===== config.mk =====
export PLATFORM = sky130hd
export DESIGN_NAME = dual_issue_pair
export DESIGN_NICKNAME = d
export VERILOG_FILES = /design/src/rtl/pair_pkg.sv /design/src/rtl/pair_hazard.sv /design/src/rtl/pair_select.sv /design/src/rtl/dual_issue_pair.sv
export SDC_FILE = /design/constraint.sdc
export NUM_CORES = 1
export LEC_CHECK = 0
export BUFFER_PORTS_ARGS = -buffer_cell sky130_fd_sc_hd__buf_4
export CAP_MARGIN = 15
export CORE_MARGIN = 2
export CORE_UTILIZATION = 31
export DETAILED_ROUTE_END_ITERATION = 7
export PLACE_DENSITY = 0.76
export SLEW_MARGIN = 40
export SYNTH_ARGS = -nofsm -noshare
export SYNTH_HDL_FRONTEND = slang
export SYNTH_SLANG_ARGS = --single-unit

===== constraint.sdc =====
create_clock -name clk -period 2.4 [get_ports clk]
set_input_delay 0.36 -clock clk [delete_from_list [all_inputs] [get_ports clk]]
set_output_delay 0.36 -clock clk [all_outputs]
set_load 0.005 [all_outputs]

===== src/rtl/pair_pkg.sv =====
package pair_pkg;

    parameter int REG_IDX_W = 5;
    localparam int SPEC_W   = REG_IDX_W + 1;
    localparam int NUM_SRC  = 2;
    localparam int CNT_W    = 2;

    typedef enum logic {
        CLS_INT = 1'b0,
        CLS_FPC = 1'b1
    } iclass_e;

    typedef struct packed {
        logic                 fpfile;
        logic [REG_IDX_W-1:0] idx;
    } rspec_t;

    typedef struct packed {
        logic    valid;
        iclass_e cls;
        logic    dst_en;
        rspec_t  dst;
        logic    sa_en;
        rspec_t  sa;
        logic    sb_en;
        rspec_t  sb;
    } slot_t;

    typedef struct packed {
        logic             int_go;
        logic             fp_go;
        logic             int_young;
        logic             fp_young;
        logic [CNT_W-1:0] used;
    } issue_t;

    // A write that can create a dependence (integer register 0 never does).
    function automatic logic real_write(input slot_t s);
        return s.dst_en && !(!s.dst.fpfile && s.dst.idx == '0);
    endfunction

    function automatic logic pipe_ready(input iclass_e c, input logic irdy, input logic frdy);
        return (c == CLS_FPC) ? frdy : irdy;
    endfunction

endpackage


===== src/rtl/pair_hazard.sv =====
module pair_hazard
    import pair_pkg::*;
(
    input  slot_t older,
    input  slot_t younger,
    output logic  conflict
);
    rspec_t ysrc    [NUM_SRC];
    logic   ysrc_en [NUM_SRC];
    logic   raw_hit [NUM_SRC];
    logic   waw_hit;
    logic   wr_old;

    always_comb begin
        ysrc[0]    = younger.sa;
        ysrc_en[0] = younger.sa_en;
        ysrc[1]    = younger.sb;
        ysrc_en[1] = younger.sb_en;
    end

    assign wr_old = real_write(older);

    for (genvar k = 0; k < NUM_SRC; k++) begin : g_src
        assign raw_hit[k] = wr_old && ysrc_en[k] && (ysrc[k] == older.dst);
    end

    assign waw_hit = wr_old && younger.dst_en && (younger.dst == older.dst);

    always_comb begin
        conflict = waw_hit;
        for (int k = 0; k < NUM_SRC; k++) begin
            conflict = conflict | raw_hit[k];
        end
    end
endmodule


===== src/rtl/pair_select.sv =====
module pair_select
    import pair_pkg::*;
(
    input  slot_t  older,
    input  slot_t  younger,
    input  logic   int_rdy,
    input  logic   fp_rdy,
    input  logic   conflict,
    output issue_t dec
);
    logic old_go;
    logic young_go;

    assign old_go   = older.valid && pipe_ready(older.cls, int_rdy, fp_rdy);
    assign young_go = old_go && younger.valid && (younger.cls != older.cls)
                      && pipe_ready(younger.cls, int_rdy, fp_rdy) && !conflict;

    always_comb begin
        dec           = '0;
        dec.int_young = young_go && (younger.cls == CLS_INT);
        dec.fp_young  = young_go && (younger.cls == CLS_FPC);
        dec.int_go    = (old_go && older.cls == CLS_INT) || dec.int_young;
        dec.fp_go     = (old_go && older.cls == CLS_FPC) || dec.fp_young;
        dec.used      = CNT_W'(old_go) + CNT_W'(young_go);
    end
endmodule


===== src/rtl/dual_issue_pair.sv =====
module dual_issue_pair
    import pair_pkg::*;
(
    input  logic              clk,
    input  logic              rst,
    input  logic              s0_valid,
    input  logic              s0_cls,
    input  logic              s0_dst_en,
    input  logic [SPEC_W-1:0] s0_dst,
    input  logic              s0_sa_en,
    input  logic [SPEC_W-1:0] s0_sa,
    input  logic              s0_sb_en,
    input  logic [SPEC_W-1:0] s0_sb,
    input  logic              s1_valid,
    input  logic              s1_cls,
    input  logic              s1_dst_en,
    input  logic [SPEC_W-1:0] s1_dst,
    input  logic              s1_sa_en,
    input  logic [SPEC_W-1:0] s1_sa,
    input  logic              s1_sb_en,
    input  logic [SPEC_W-1:0] s1_sb,
    input  logic              int_rdy,
    input  logic              fp_rdy,
    output logic              int_issue,
    output logic              fp_issue,
    output logic              int_from_s1,
    output logic              fp_from_s1,
    output logic [CNT_W-1:0]  consumed
);
    slot_t  older;
    slot_t  younger;
    logic   conflict;
    issue_t dec;
    issue_t dec_q;

    always_comb begin
        older  = '{valid: s0_valid, cls: iclass_e'(s0_cls), dst_en: s0_dst_en, dst: s0_dst,
                   sa_en: s0_sa_en, sa: s0_sa, sb_en: s0_sb_en, sb: s0_sb};
        younger = '{valid: s1_valid, cls: iclass_e'(s1_cls), dst_en: s1_dst_en, dst: s1_dst,
                    sa_en: s1_sa_en, sa: s1_sa, sb_en: s1_sb_en, sb: s1_sb};
    end

    pair_hazard u_hazard (
        .older    (older),
        .younger  (younger),
        .conflict (conflict)
    );

    pair_select u_select (
        .older    (older),
        .younger  (younger),
        .int_rdy  (int_rdy),
        .fp_rdy   (fp_rdy),
        .conflict (conflict),
        .dec      (dec)
    );

    always_ff @(posedge clk) begin
        if (rst) begin
            dec_q <= '0;
        end else begin
            dec_q <= dec;
        end
    end

    assign int_issue   = dec_q.int_go;
    assign fp_issue    = dec_q.fp_go;
    assign int_from_s1 = dec_q.int_young;
    assign fp_from_s1  = dec_q.fp_young;
    assign consumed    = dec_q.used;
endmodule


* Yosys cells after proc, flatten, opt, wreduce, memory -nomap -nowiden
Cells that the tools add are included.
** Storage, ports and cells
- Output and inout bits :: 6
- Register bits after elaboration :: 6
- Logic and storage cells :: 39
- Input bits :: 50
** Cells by class
- Reduce and logical (&&, ||, !) cells :: 23
- Equal/unequal tests :: 4
- Multiplexer cells :: 2
- $add $sub $neg :: 1
- Bitwise gates (word level) :: 4
** Operators with widths (number)
- $eq A6 B6 Y1 :: 3
- $logic_and A1 B1 Y1 :: 17
- $logic_not A5 Y1 :: 1
- $logic_not A1 Y1 :: 3
- $add A1 B1 Y2 :: 1
- $logic_or A1 B1 Y1 :: 2
- $mux W1 :: 2
- $not A1 Y1 :: 2
- $or A1 B1 Y1 :: 2
- $ne A1 B1 Y1 :: 1

* Longest topological paths before layout
- Word-level depth :: 12
- Mapped depth :: 7
- Gate-level depth less buffers :: 7

* Hierarchy
A second synthesis with hierarchy kept.
** Second synthesis, totals
- Cell total of the unflattened synthesis :: 54
- Area total of the unflattened synthesis :: 484.2 sq um
** By module, submodules not included
- pair_hazard :: area each 220.2 sq um, times used 1, seq. area each 0.0 sq um, cells each 27
- dual_issue_pair :: area each 157.7 sq um, times used 1, seq. area each 120.1 sq um, cells each 12
- pair_select :: area each 106.4 sq um, times used 1, seq. area each 0.0 sq um, cells each 15

* Worst setup path before layout
Ideal clock, no wire load.
- Path type :: input to register
- Start point :: in s0_dst[0]
- End point :: reg dec_q, in the netlist consumed[0]
- Path slack :: 609 ps
- Data required time :: 2286 ps
- Buffers on the path :: 0
- Arrival :: 1678 ps
- Stages :: 6
- Setup time :: 114 ps
- Cell sequence :: or4_1 o31ai_1 a21oi_2 nor3_1 ha_1 nor2b_1
** RTL lines
- start: declaration :: line dual_issue_pair.sv:9 : input logic [SPEC_W-1:0] s0_dst,
- end signal: assignment :: line dual_issue_pair.sv:60 : dec_q <= '0;
- end signal: assignment :: line dual_issue_pair.sv:62 : dec_q <= dec;
- end: declaration :: line dual_issue_pair.sv:34 : issue_t dec_q;

==> impl_metrics.json <==
{
  "fp.dieArea_um2": 1810,
  "vias": 543,
  "seqPwrFrac_pct": 35.4,
  "critPathCaptureType": "flop",
  "wire_per_inst_um": 10.5,
  "start_util_pct": 34.1,
  "whs_path_depth": 2,
  "core_area_um2": 1350,
  "cts_tree": "done",
  "synth_area_leaders": "xnor2_1, dfxtp_1, xor2_1",
  "fmax_mhz": 564,
  "clockBufferDepth": 2,
  "min_delay_worst_endpoint": "consumed[1]",
  "timing.setup.tns_ns": 0,
  "critical_path_required_ns": 2.53,
  "setup_viol": 0,
  "fp-row-count": 13,
  "grt_pass1_wl_mm": 1.93,
  "antenna_found_initial": 0,
  "ant_nets": 0,
  "hpwl_mm": 1.09,
  "via_per_inst": 4.94,
  "p_per_area_nw_per_um2": 360,
  "finalPower_mw": 0.291,
  "synthToLayoutAreaGrowth_pct": 75.8,
  "rsz0062_at_grt": "no",
  "crit_type": "in -> reg",
  "hold_viol_final": 0,
  "yosys.area.top_type_share_pct": 30.4,
  "grt-ovfl-total": 0,
  "fin_crit_ns": 1.77,
  "grt_pass1_vias": 560,
  "clk_pin_slew_ns": 0.04,
  "syn_area_um2": 460,
  "die_w_um": 42.5,
  "maxCapViolCount": 0,
  "avgSynthCellArea_um2": 9.03,
  "portBuffers": 41,
  "p_switching_mw": 0.0671,
  "yosysTopAreaCell": "xnor2_1",
  "gp_congestion": 0.661,
  "slew_viol_final": 0,
  "path_max_fanout": 5,
  "synth_cell_type_count": 18,
  "final_cell_mix": "buf_4, xnor2_1, dfxtp_1, nand4_1, nor2_1",
  "seq_area_frac_synth_pct": 26.1,
  "status": "finished, final reports clean",
  "grt_max_degree": 6,
  "postCtsHoldBufs": 0,
  "cts_resized": 0,
  "yosysWarningCount": 0,
  "layout_commonest_cell": "buf_4",
  "p_sw_share_pct": 23.1,
  "dieHeight_um": 42.5,
  "hold_start": "rst",
  "p_clk_share_pct": 30.2,
  "dr.pass1.iters": 3,
  "combPwrFrac_pct": 34.4,
  "setup_ws_ns": 0.626,
  "cts.htree.levels": 1,
  "track_usage_pct": 13.6,
  "clkSinkCount": 6,
  "final_nets": 148,
  "synth-seq-cells": 6,
  "syn-num-nets": 102,
  "numCtsBuffers": 3,
  "drt_first_iter_violations": 3,
  "fin_crit_sh_pct": 73.9,
  "crit_path_start_kind": "input pin",
  "ir_drop_uv": 116,
  "ios": 56,
  "worstMarginPinSlew_ns": 0.252,
  "slew_headroom_pct": 83.0,
  "routed_wirelength_mm": 1.15,
  "drive_gt1_share_pct": 48.4,
  "cell_internal_pwr_mw": 0.224,
  "dp_slack_ns": 0.356,
  "power.leakage_nw": 0.361,
  "synth_cells": 51,
  "post-cts-setup-buffers": 0,
  "cts-root-buf": "clkbuf_4",
  "hold_path_class": "in -> reg",
  "antennaDiodeCount": 0,
  "critPathArrivalTime_ns": 1.91,
  "remaining_drc_errors": 0
}
-- worst max-delay path by stage --
stage / to / slack [ns] / cells past startpoint / start
2_1_floorplan: consumed[0] / 0.61 / 6 / s0_dst[0]
3_3_place_gp: consumed[0] / 0.38 / 8 / s0_dst[0]
3_5_place_dp: consumed[0] / 0.36 / 7 / s0_dst[5]
4_1_cts: consumed[0] / 0.62 / 7 / s0_dst[5]
5_1_grt: consumed[0] / 0.54 / 7 / s0_dst[0]
6_report: consumed[0] / 0.63 / 7 / s0_dst[5]
-- metrics by stage --
stage / util (%) / hold WS [ns] / instance area (um^2) / instances
floorplan: - / 0.432 / 460 / 51
global placement: 58.3 / 0.558 / 787 / 107
detailed placement: 58.3 / 0.561 / 787 / 107
CTS: 60.0 / 0.305 / 810 / 110
global route: 60.0 / 0.311 / 810 / 110
finish: 60.0 / 0.314 / 810 / 110
-- routing by layer --
metal	share of wire [%]	vias to the layer above	GRT usage [%]
met5	0	-	0
met4	0	0	3.75
met3	10	0	3.45
met2	52	33	26.5
met1	37	238	14.1
li1	-	272	-
-- synth_stat cells (all sizes together) --
cell type,instances
a21oi,1
dfxtp,6
ha,1
mux2i,1
nand3,3
nand4,4
nand4b,1
nor2,4
nor2b,3
nor3,1
o21ai,1
o22a,1
o2bb2ai,1
o31ai,1
or4,2
or4b,1
xnor2,16
xor2,3
-- final cells by class --
class	count	area, um^2
clock buffer	3	22.5
fill	122	541
multi-input combinational	45	340
timing repair buffer	41	308
sequential	6	120
tap	15	18.8
-- power by group through the flow --
stage          clock, mW  combinational [mW]  sequential [mW]
2_1_floorplan          0              0.0369            0.105
3_3_place_gp           0              0.0989            0.105
3_5_place_dp           0               0.102            0.105
4_1_cts           0.0930               0.102            0.103
5_1_grt           0.0980               0.109            0.103
6_report          0.0878               0.100            0.103
-- flip-flops by register name, indices dropped and copies added, names as in the netlist --
register     cells
fp_from_s1       1
int_issue        1
int_from_s1      1
fp_issue         1
consumed         2
-- worst max-delay path: stages --
cell	delay, ns
buf_4	0.14
xor2_1	0.15
or4_1	0.54
a21oi_2	0.24
nor3_1	0.07
ha_1	0.28
nor2b_1	0.13
-- logic make-up (layout without fill, tap and decap cells) --
kind of cell / Yosys count / count (layout) / synth area share (%)
muxes: 1 / 1 / 2.17
xor gates and xnor gates: 19 / 19 / 36.1
AOI/OAI and AO/OA: 5 / 5 / 8.42
adders and majority gates: 1 / 1 / 2.72
and+or+nand+nor: 19 / 19 / 24.5
buffers and inverters: 0 / 44 / 0
DFF: 6 / 6 / 26.1
No activity file was read; power rests on OpenSTA's default activity.
